### config.mk
export PLATFORM = sky130hd
export DESIGN_NAME = posJustDemux
export DESIGN_NICKNAME = d
export VERILOG_FILES = /design/src/rtl/demuxPkg.sv /design/src/rtl/demuxCtrl.sv /design/src/rtl/demuxData.sv /design/src/rtl/posJustDemux.sv
export SDC_FILE = /design/constraint.sdc
export NUM_CORES = 1
export LEC_CHECK = 0
export BUFFER_PORTS_ARGS = -buffer_cell sky130_fd_sc_hd__buf_4
export CAP_MARGIN = 0
export CORE_ASPECT_RATIO = 1.1
export CORE_UTILIZATION = 44
export DETAILED_ROUTE_END_ITERATION = 10
export GPL_ROUTABILITY_DRIVEN = 0
export SYNTH_ARGS = -nofsm -noshare
export SYNTH_HDL_FRONTEND = slang
export SYNTH_SLANG_ARGS = --single-unit
### constraint.sdc
create_clock -name clk -period 8.61 [get_ports clk]
set_clock_uncertainty 0.2 [all_clocks]
set_input_delay 0.861 -clock clk [delete_from_list [all_inputs] [get_ports clk]]
set_output_delay 0.861 -clock clk [all_outputs]
set_load 0.005 [all_outputs]
### src/rtl/demuxPkg.sv
package demuxPkg;

  // Wide enough for up to 16 tributaries.
  localparam int TRIB_IDX_W = 4;

  typedef enum logic [2:0] {
    SLOT_IDLE,
    SLOT_DATA,
    SLOT_CTRL,
    SLOT_VOTE,
    SLOT_OPP
  } slotKind_t;

  typedef struct packed {
    slotKind_t               kind;
    logic                    firstCtrl;
    logic                    wrOk;
    logic [TRIB_IDX_W-1:0]   trib;
  } slotStrobe_t;

endpackage

### src/rtl/demuxCtrl.sv
module demuxCtrl
  import demuxPkg::*;
#(
  parameter int NUM_TRIB  = 4,
  parameter int GROUP_LEN = 488,
  parameter int NUM_CTRL  = 5,
  parameter int HDR_BITS  = 16,
  parameter int POS_W     = 12
) (
  input  logic             inValid,
  input  logic             lof,
  input  logic [POS_W-1:0] framePos,
  output slotStrobe_t      strobe
);

  localparam int FRAME_LEN = GROUP_LEN * (NUM_CTRL + 1);

  int posI;
  int grpI;
  int offI;

  assign posI = int'(framePos);
  assign grpI = posI / GROUP_LEN;
  assign offI = posI % GROUP_LEN;

  always_comb begin
    strobe.kind      = SLOT_IDLE;
    strobe.firstCtrl = (grpI == 1);
    strobe.wrOk      = !lof;
    strobe.trib      = TRIB_IDX_W'(offI % NUM_TRIB);
    if (inValid && posI < FRAME_LEN) begin
      if (grpI == 0) begin
        strobe.kind = (offI < HDR_BITS) ? SLOT_IDLE : SLOT_DATA;
      end else if (offI < NUM_TRIB) begin
        strobe.kind = (grpI == NUM_CTRL) ? SLOT_VOTE : SLOT_CTRL;
      end else if (grpI == NUM_CTRL && offI < 2 * NUM_TRIB) begin
        strobe.kind = SLOT_OPP;
      end else begin
        strobe.kind = SLOT_DATA;
      end
    end
  end

endmodule

### src/rtl/demuxData.sv
module demuxData
  import demuxPkg::*;
#(
  parameter int NUM_TRIB = 4,
  parameter int NUM_CTRL = 5
) (
  input  logic                clk,
  input  logic                rstN,
  input  logic                inBit,
  input  slotStrobe_t         strobe,
  output logic [NUM_TRIB-1:0] tribData,
  output logic [NUM_TRIB-1:0] tribWe
);

  localparam int CNT_W    = $clog2(NUM_CTRL + 1);
  localparam int VOTE_MIN = NUM_CTRL / 2 + 1;

  for (genvar t = 0; t < NUM_TRIB; t++) begin : g_trib
    logic [CNT_W-1:0] onesCnt;
    logic [CNT_W-1:0] onesSum;
    logic             stuffQ;
    logic             dataQ;
    logic             weQ;
    logic             hit;

    assign hit     = (strobe.trib == TRIB_IDX_W'(t)) && (strobe.kind != SLOT_IDLE);
    assign onesSum = onesCnt + CNT_W'(inBit);

    always_ff @(posedge clk) begin
      if (!rstN) begin
        onesCnt <= '0;
        stuffQ  <= 1'b0;
        dataQ   <= 1'b0;
        weQ     <= 1'b0;
      end else begin
        weQ <= 1'b0;
        if (hit) begin
          unique case (strobe.kind)
            SLOT_DATA: begin
              dataQ <= inBit;
              weQ   <= strobe.wrOk;
            end
            SLOT_CTRL: begin
              onesCnt <= strobe.firstCtrl ? CNT_W'(inBit) : onesSum;
            end
            SLOT_VOTE: begin
              stuffQ  <= (onesSum >= CNT_W'(VOTE_MIN));
              onesCnt <= '0;
            end
            SLOT_OPP: begin
              if (!stuffQ) begin
                dataQ <= inBit;
                weQ   <= strobe.wrOk;
              end
            end
            default: ;
          endcase
        end
      end
    end

    assign tribData[t] = dataQ;
    assign tribWe[t]   = weQ;
  end

endmodule

### src/rtl/posJustDemux.sv
module posJustDemux
  import demuxPkg::*;
#(
  parameter  int NUM_TRIB  = 4,
  parameter  int GROUP_LEN = 488,
  parameter  int NUM_CTRL  = 5,
  parameter  int HDR_BITS  = 16,
  localparam int FRAME_LEN = GROUP_LEN * (NUM_CTRL + 1),
  localparam int POS_W     = $clog2(FRAME_LEN)
) (
  input  logic                clk,
  input  logic                rstN,
  input  logic                inBit,
  input  logic                inValid,
  input  logic [POS_W-1:0]    framePos,
  input  logic                lof,
  output logic [NUM_TRIB-1:0] tribData,
  output logic [NUM_TRIB-1:0] tribWe
);

  slotStrobe_t strobe;

  demuxCtrl #(
    .NUM_TRIB(NUM_TRIB), .GROUP_LEN(GROUP_LEN), .NUM_CTRL(NUM_CTRL),
    .HDR_BITS(HDR_BITS), .POS_W(POS_W)
  ) uCtrl (
    .inValid(inValid), .lof(lof), .framePos(framePos), .strobe(strobe)
  );

  demuxData #(
    .NUM_TRIB(NUM_TRIB), .NUM_CTRL(NUM_CTRL)
  ) uData (
    .clk(clk), .rstN(rstN), .inBit(inBit), .strobe(strobe),
    .tribData(tribData), .tribWe(tribWe)
  );

endmodule

* Word level (Yosys, flattened, before mapping)
Index checks and enable logic that the tools add are counted.
** Storage, ports and cells
- Bits in registers :: 24
- Input bits :: 17
- Word-level logic and storage cells :: 103
** Operators by class
- Add/sub/neg operators :: 4
- Div/mod/pow operators :: 2
- $lt $le $gt $ge :: 8
- Eq/ne operators :: 13
- Mux-type cells :: 30
- Bitwise logic cells :: 1
- Reductions and logical operators :: 29
** Operators by type and width (count)
- divider 13 x 10 -> 32 bit, second input constant :: 1
- equality test 32 x 2 -> 1 bit, second input constant :: 1
- equality test 32 x 4 -> 1 bit, second input constant :: 1
- zero test 32 bit :: 1
- < comparator 32 x 4 -> 1 bit, second input constant :: 1
- < comparator 32 x 5 -> 1 bit, second input constant :: 1
- < comparator 32 x 6 -> 1 bit, second input constant :: 1
- modulo 13 x 10 -> 32 bit, second input constant :: 1
- 2-to-1 mux 3 bit :: 8
- one-hot mux 3 bit (2 select lines) :: 4
- AND reduction 2 bit :: 12
- one-hot mux 1 bit (2 select lines) :: 8
- adder 3 x 1 -> 3 bit :: 4
- >= comparator 3 x 2 -> 1 bit, second input constant :: 4
- < comparator 12 bit, second input constant :: 1
- AND reduction 3 bit :: 4
- 2-to-1 mux 1 bit :: 10
- equality test 4 x 2 -> 1 bit, second input constant :: 2
- != test 2 bit, second input constant :: 4
- equality test 3 x 2 -> 1 bit, second input constant :: 2
- logical AND 1 bit :: 6
- equality test 4 x 1 -> 1 bit, second input constant :: 1
- zero test 4 bit :: 1
- nonzero test 2 bit :: 2
- other kinds (6) :: 6

* Depth between registers and ports, before layout
- Depth after elaboration :: 10
- Gate-level depth with buffers :: 20

* Cells and area by module
A second synthesis with hierarchy kept.
** Unflattened totals
- Cells, all modules :: 306
- Area total of the unflattened synthesis :: 2552.4 um2
** By module, submodules not included
- demuxData :: instances 1, cells an instance 161, area an instance 1512.7 um2, seq. area each 480.5 um2
- demuxCtrl :: instances 1, cells an instance 145, area an instance 1039.7 um2, seq. area each 0.0 um2

* Least setup slack after synthesis
Ideal clock, no wire load.
- Kind :: in2reg
- Start :: input framePos[6]
- End :: register uData.g_trib[0].onesCnt[2]
- Arrival :: 4.533 ns
- Required time :: 8.290 ns
- Setup slack :: 3.757 ns
- Cell stages on the path :: 20
- Path buffers :: 5
- Cells stage by stage :: buf_2 buf_2 nor2_1 nor2_1 ha_1 nand2b_1 buf_2 a211oi_1 o21ai_0 o2bb2ai_2 o21a_1 buf_6 o31a_4 o22ai_2 mux2i_1 and4bb_4 buf_8 nand2_2 and3_1 a211o_1
** On the way
- Word-level cells in the longest chain between the ends :: 10
- Elaborated cells on any way between the ends :: 28
** Ends and longest elaborated chain
- start: declaration :: RTL line posJustDemux.sv:15 : input logic [POS_W-1:0] framePos,
- modulo 13 x 10 -> 32 bit / divider 13 x 10 -> 32 bit (equally long branches) :: RTL line demuxCtrl.sv:24, demuxCtrl.sv:23
- < comparator 32 x 5 -> 1 bit / equality test 32 x 4 -> 1 bit (equally long branches) :: RTL line demuxCtrl.sv:36, demuxCtrl.sv:35
- logical AND 1 bit :: RTL line demuxCtrl.sv:36 : end else if (grpI == NUM_CTRL && offI < 2 * NUM_TRIB) begin
- 2-to-1 mux 3 bit :: RTL line demuxCtrl.sv:36
- 2-to-1 mux 3 bit :: RTL line demuxCtrl.sv:34 : end else if (offI < NUM_TRIB) begin
- 2-to-1 mux 3 bit :: RTL line demuxCtrl.sv:32 : if (grpI == 0) begin
- 2-to-1 mux 3 bit :: RTL line demuxCtrl.sv:31 : if (inValid && posI < FRAME_LEN) begin
- equality test 3 x 2 -> 1 bit / nonzero test 3 bit (equally long branches) :: RTL line demuxData.sv:38, demuxData.sv:26
- nonzero test 2 bit (no source line) / logical AND 1 bit (equally long branches)
- AND reduction 2 bit (no source line)
- end signal: assignment :: RTL line demuxData.sv:44 : onesCnt <= strobe.firstCtrl ? CNT_W'(inBit) : onesSum;
- end: declaration :: RTL line demuxData.sv:19 : logic [CNT_W-1:0] onesCnt;
Parallel ways exist; a longest one is shown, timed or not.
A chain may end at the register's enable or synchronous reset.

* Worst setup path in the final report
- Start :: input framePos[9]
- End :: register uData.g_trib[0].onesCnt[2]
Same word-level chain as after synthesis.

==> results.md <==
* Total CTS buffers at 3
* P per Cell Area at 102 mW/mm²
* CTS root buf: clkbuf_8
* Crit Path Max Fanout at 12
* Worst-Margin Slew at 0.757 ns
* Worst-path clk slew at 0.08 ns
* Vias in the first global route at 2,158
* CP Launch Point: framePos[9]
* Avg Synthesized Cell Area at 7.63 µm²
* Critical Path AT at 5.20 ns
* Num Clock Sinks at 24
* Final-report setup violation count at 0
* DR vias at 2,467
* Max Cap Viol at 0
* Diode count at 0
* FFs w/ async S/R, synth at 0%
* Ys Warns at 0
* I/O pin total at 25
* Die ar. at 0.00616 mm²
* Post-Route WL at 6.22 mm
* Worst-Skew Late Latency at 0.26 ns
* Die X at 74.9 µm
* Wire per inst at 15.2 µm
* Yosys reg bits at 24
* Yosys top cell area share at 18.7%
* Max stage delay on crit path at 0.66 ns
* CP Class: in -> reg
* HPWL Detailed at 4.75 mm
* Seq/Total Area, Yosys at 18.7%
* Initial Utilization at 46.8%
* Post-synthesis mux area share at 5.11%
* Largest net degree at the start of global routing at 22
* Post-Syn Nets at 363
* First-pass GRT wire length at 10.6 mm
* Crit end category: flip-flop
* DRT iter0 DRCs at 131
* Post-CTS Setup Repair Bufs at 0
* FF-to-FF path depth at 5
* CP max-delay cell: o21ai_1
* Overflow after GRT at 0
* Worst path most repeated cell: nor2_1
* GR Util All Layers at 21.8%
* Complex-gate fraction of the synthesized area at 29.8%
* Initial antenna violation count at 0
* Vias per std cell at 6.02
* R2R Path Start: uData.g_trib[1].onesCnt[0]$_SDFFE_PN0P_
* Port Buffers at 24
* Simple-gate share of the synthesized area at 30.4%
* Layout Nets at 363
* Synth Cell Area at 0.00257 mm²
* Final worst-path cycle share at 60.8%
* Max Slew Vio Count at 0
* # resized after CTS at 0
* CP cell instances: buf_4 > nand3_1 > nor2_1 > ha_1 > nand2b_1 > a22oi_1 > o22ai_1 > a2bb2oi_1 > nand2_1 > mux2_2 > o22ai_2 > mux2i_1 > nand4b_1 > o21ai_1 > nor2_1 > a211o_1
* Leak at 1.07 nW
* Status: complete, no violations
* Pre-CTS setup slack at 3.17 ns
* Unrepaired setup endpoints after global routing: false
* Final core utilization at 48.9%
* Min cycle time layout at 5.24 ns
* Ys flop type: dfxtp_1
* Layout cells sized above 1 at 14.9%
* Synth area leaders: dfxtp_1 (19%), a21oi_1 (4.9%), mux2i_1 (4.7%)
* Largest family of logic cells by synthesized area: simple AND/OR/NAND/NOR gates
* Final Hold Fails at 0
* CP required at 8.57 ns
* R2R Path End: uData.g_trib[1].stuffQ$_SDFFE_PN0P_
* Adder-cell share of the synthesized area at 4.38%
* TNS Setup at 0 ns
* EDFF count, synth at 0
* Die Ht at 82.2 µm
* H-tree depth at 1
* DRT antenna net count at 0
* Synth area leader: dfxtp_1
* Unique masters post-synth at 81
* Rel. slew slack at 49.1%
* Xor/xnor share of the synthesized area at 2.38%
* Worst R2R Setup Slack at 7.13 ns
* Worst setup margin at 3.37 ns
* CP Capture Point: uData.g_trib[0].onesCnt[2]$_SDFFE_PN0P_
* Crit start category: input port
* Syn Inst Count at 337
* CTS max path bufs at 2
* Hold_buf cts at 0
* Area Growth Syn to Fin at 4.52%
* Row cnt at 28
* Drt drc at 0
* HP Start: uData.g_trib[3].onesCnt[0]$_SDFFE_PN0P_
* Max Clk Rate at 0.191 GHz
* Maximum vdd drop at 0.0742 mV
* Hold Crit Class: reg -> reg
* Core region area at 0.00550 mm²
* TritonRoute pass-1 iters at 4
* TritonCTS clock tree: yes
layout make-up:
type,instances,area (µm²)
inverter,10,37.5
timing repair buffer,24,180
clock buffer,3,41.3
fill,559,2810
multi-input combinational,274,1860
tap,75,93.8
sequential,24,480
synthesized netlist by cell type (2+ instances only):
master      n
o211ai_1    2
a2bb2oi_1   5
or3_1       4
buf_2       9
o31ai_1     4
a311oi_1    3
inv_1       9
o21ai_1     2
nand4_1     5
and2_1      2
nor4_1      4
o22ai_1     3
o2111ai_1   3
nand2b_1    6
and3_1      5
o21bai_1    2
a21oi_1    25
nand3_1    12
ha_1        9
o21ai_0    15
clkbuf_1    4
nor3_1      9
a21oi_2     2
mux2i_1    12
and4_1      3
xnor2_1     3
buf_4      12
a211oi_1    6
o22a_1      2
a211o_1     2
buf_6       3
a31oi_1     4
nand2_4     2
nor4b_1     2
xor2_1      4
nand2_1    26
nor2_1     29
o21a_1      2
nor3b_1     3
or2_2       5
a22oi_1     2
nor2b_1     9
dfxtp_1    24
power breakdown:
part	internal [mW]	switching (mW)
Combinational	0.0374	0.0593
Sequential	0.112	0.000356
Clock	0.0312	0.0332
cells by family after synthesis:
kind of cell,after synthesis
DFF,24
muxes,13
xor gates and xnor gates,7
AOI/OAI and AO/OA,105
and+or+nand+nor,140
adders and majority gates,9
buffers and inverters,39
how the worst min path moves through the flow:
stage                                                   end  slack [ns]  cells after the start
finish              uData.g_trib[3].onesCnt[0]$_SDFFE_PN0P_        0.26                      2
global route             uData.g_trib[2].dataQ$_SDFFE_PN0P_        0.28                      2
CTS                 uData.g_trib[3].onesCnt[0]$_SDFFE_PN0P_        0.27                      2
detailed placement  uData.g_trib[3].onesCnt[0]$_SDFFE_PN0P_        0.25                      2
global placement         uData.g_trib[2].dataQ$_SDFFE_PN0P_        0.25                      2
floorplan                uData.g_trib[0].dataQ$_SDFFE_PN0P_        0.24                      2
cell usage in the layout, fill, tap and decap left out, types with 12 or more instances in the layout:
master   Yosys  routed
mux2i_1     12      12
nand3_1     12      12
nand2_1     26      26
dfxtp_1     24      24
a21oi_1     25      25
o21ai_0     15      15
buf_4       12      24
nor2_1      29      29
through the flow:
stage	hold slack (ns)	std cells	area [µm²]	power, mW
global placement	0.248	407	2650	0.210
CTS	0.265	410	2690	0.275
global route	0.285	410	2690	0.292
detailed placement	0.253	407	2650	0.210
floorplan	0.235	337	2570	0.190
finish	0.265	410	2690	0.273
worst max-delay path, delay by kind of cell:
family | cells | cell delay [ns]
buffers and inverters | 1 | 0.15
multiplexers | 2 | 0.63
AND/OR/NAND/NOR | 6 | 1.08
adder cells (fa/ha/maj) | 1 | 0.30
AO/OA/AOI/OAI | 6 | 2.15
sequential cells by signal, indices dropped and copies added (netlist names):
signal and cells:
uData.g_trib.dataQ 4, uData.g_trib.onesCnt 12, uData.g_trib.weQ 4, uData.g_trib.stuffQ 4
layer usage:
| metal | vias to the layer above | share of wire [%] | routed length (µm) | GRT usage [%] |
|---|---|---|---|---|
| li1 | 1263 | - | - | - |
| met1 | 1156 | 53 | 3300 | 33.3 |
| met2 | 46 | 43 | 2690 | 33.0 |
| met3 | 2 | 3.3 | 204 | 2.91 |
| met4 | 0 | 0.34 | 21 | 2.26 |
| met5 | - | 0 | 0 | 0 |
Note: power is estimated with default switching activity, not from simulation.
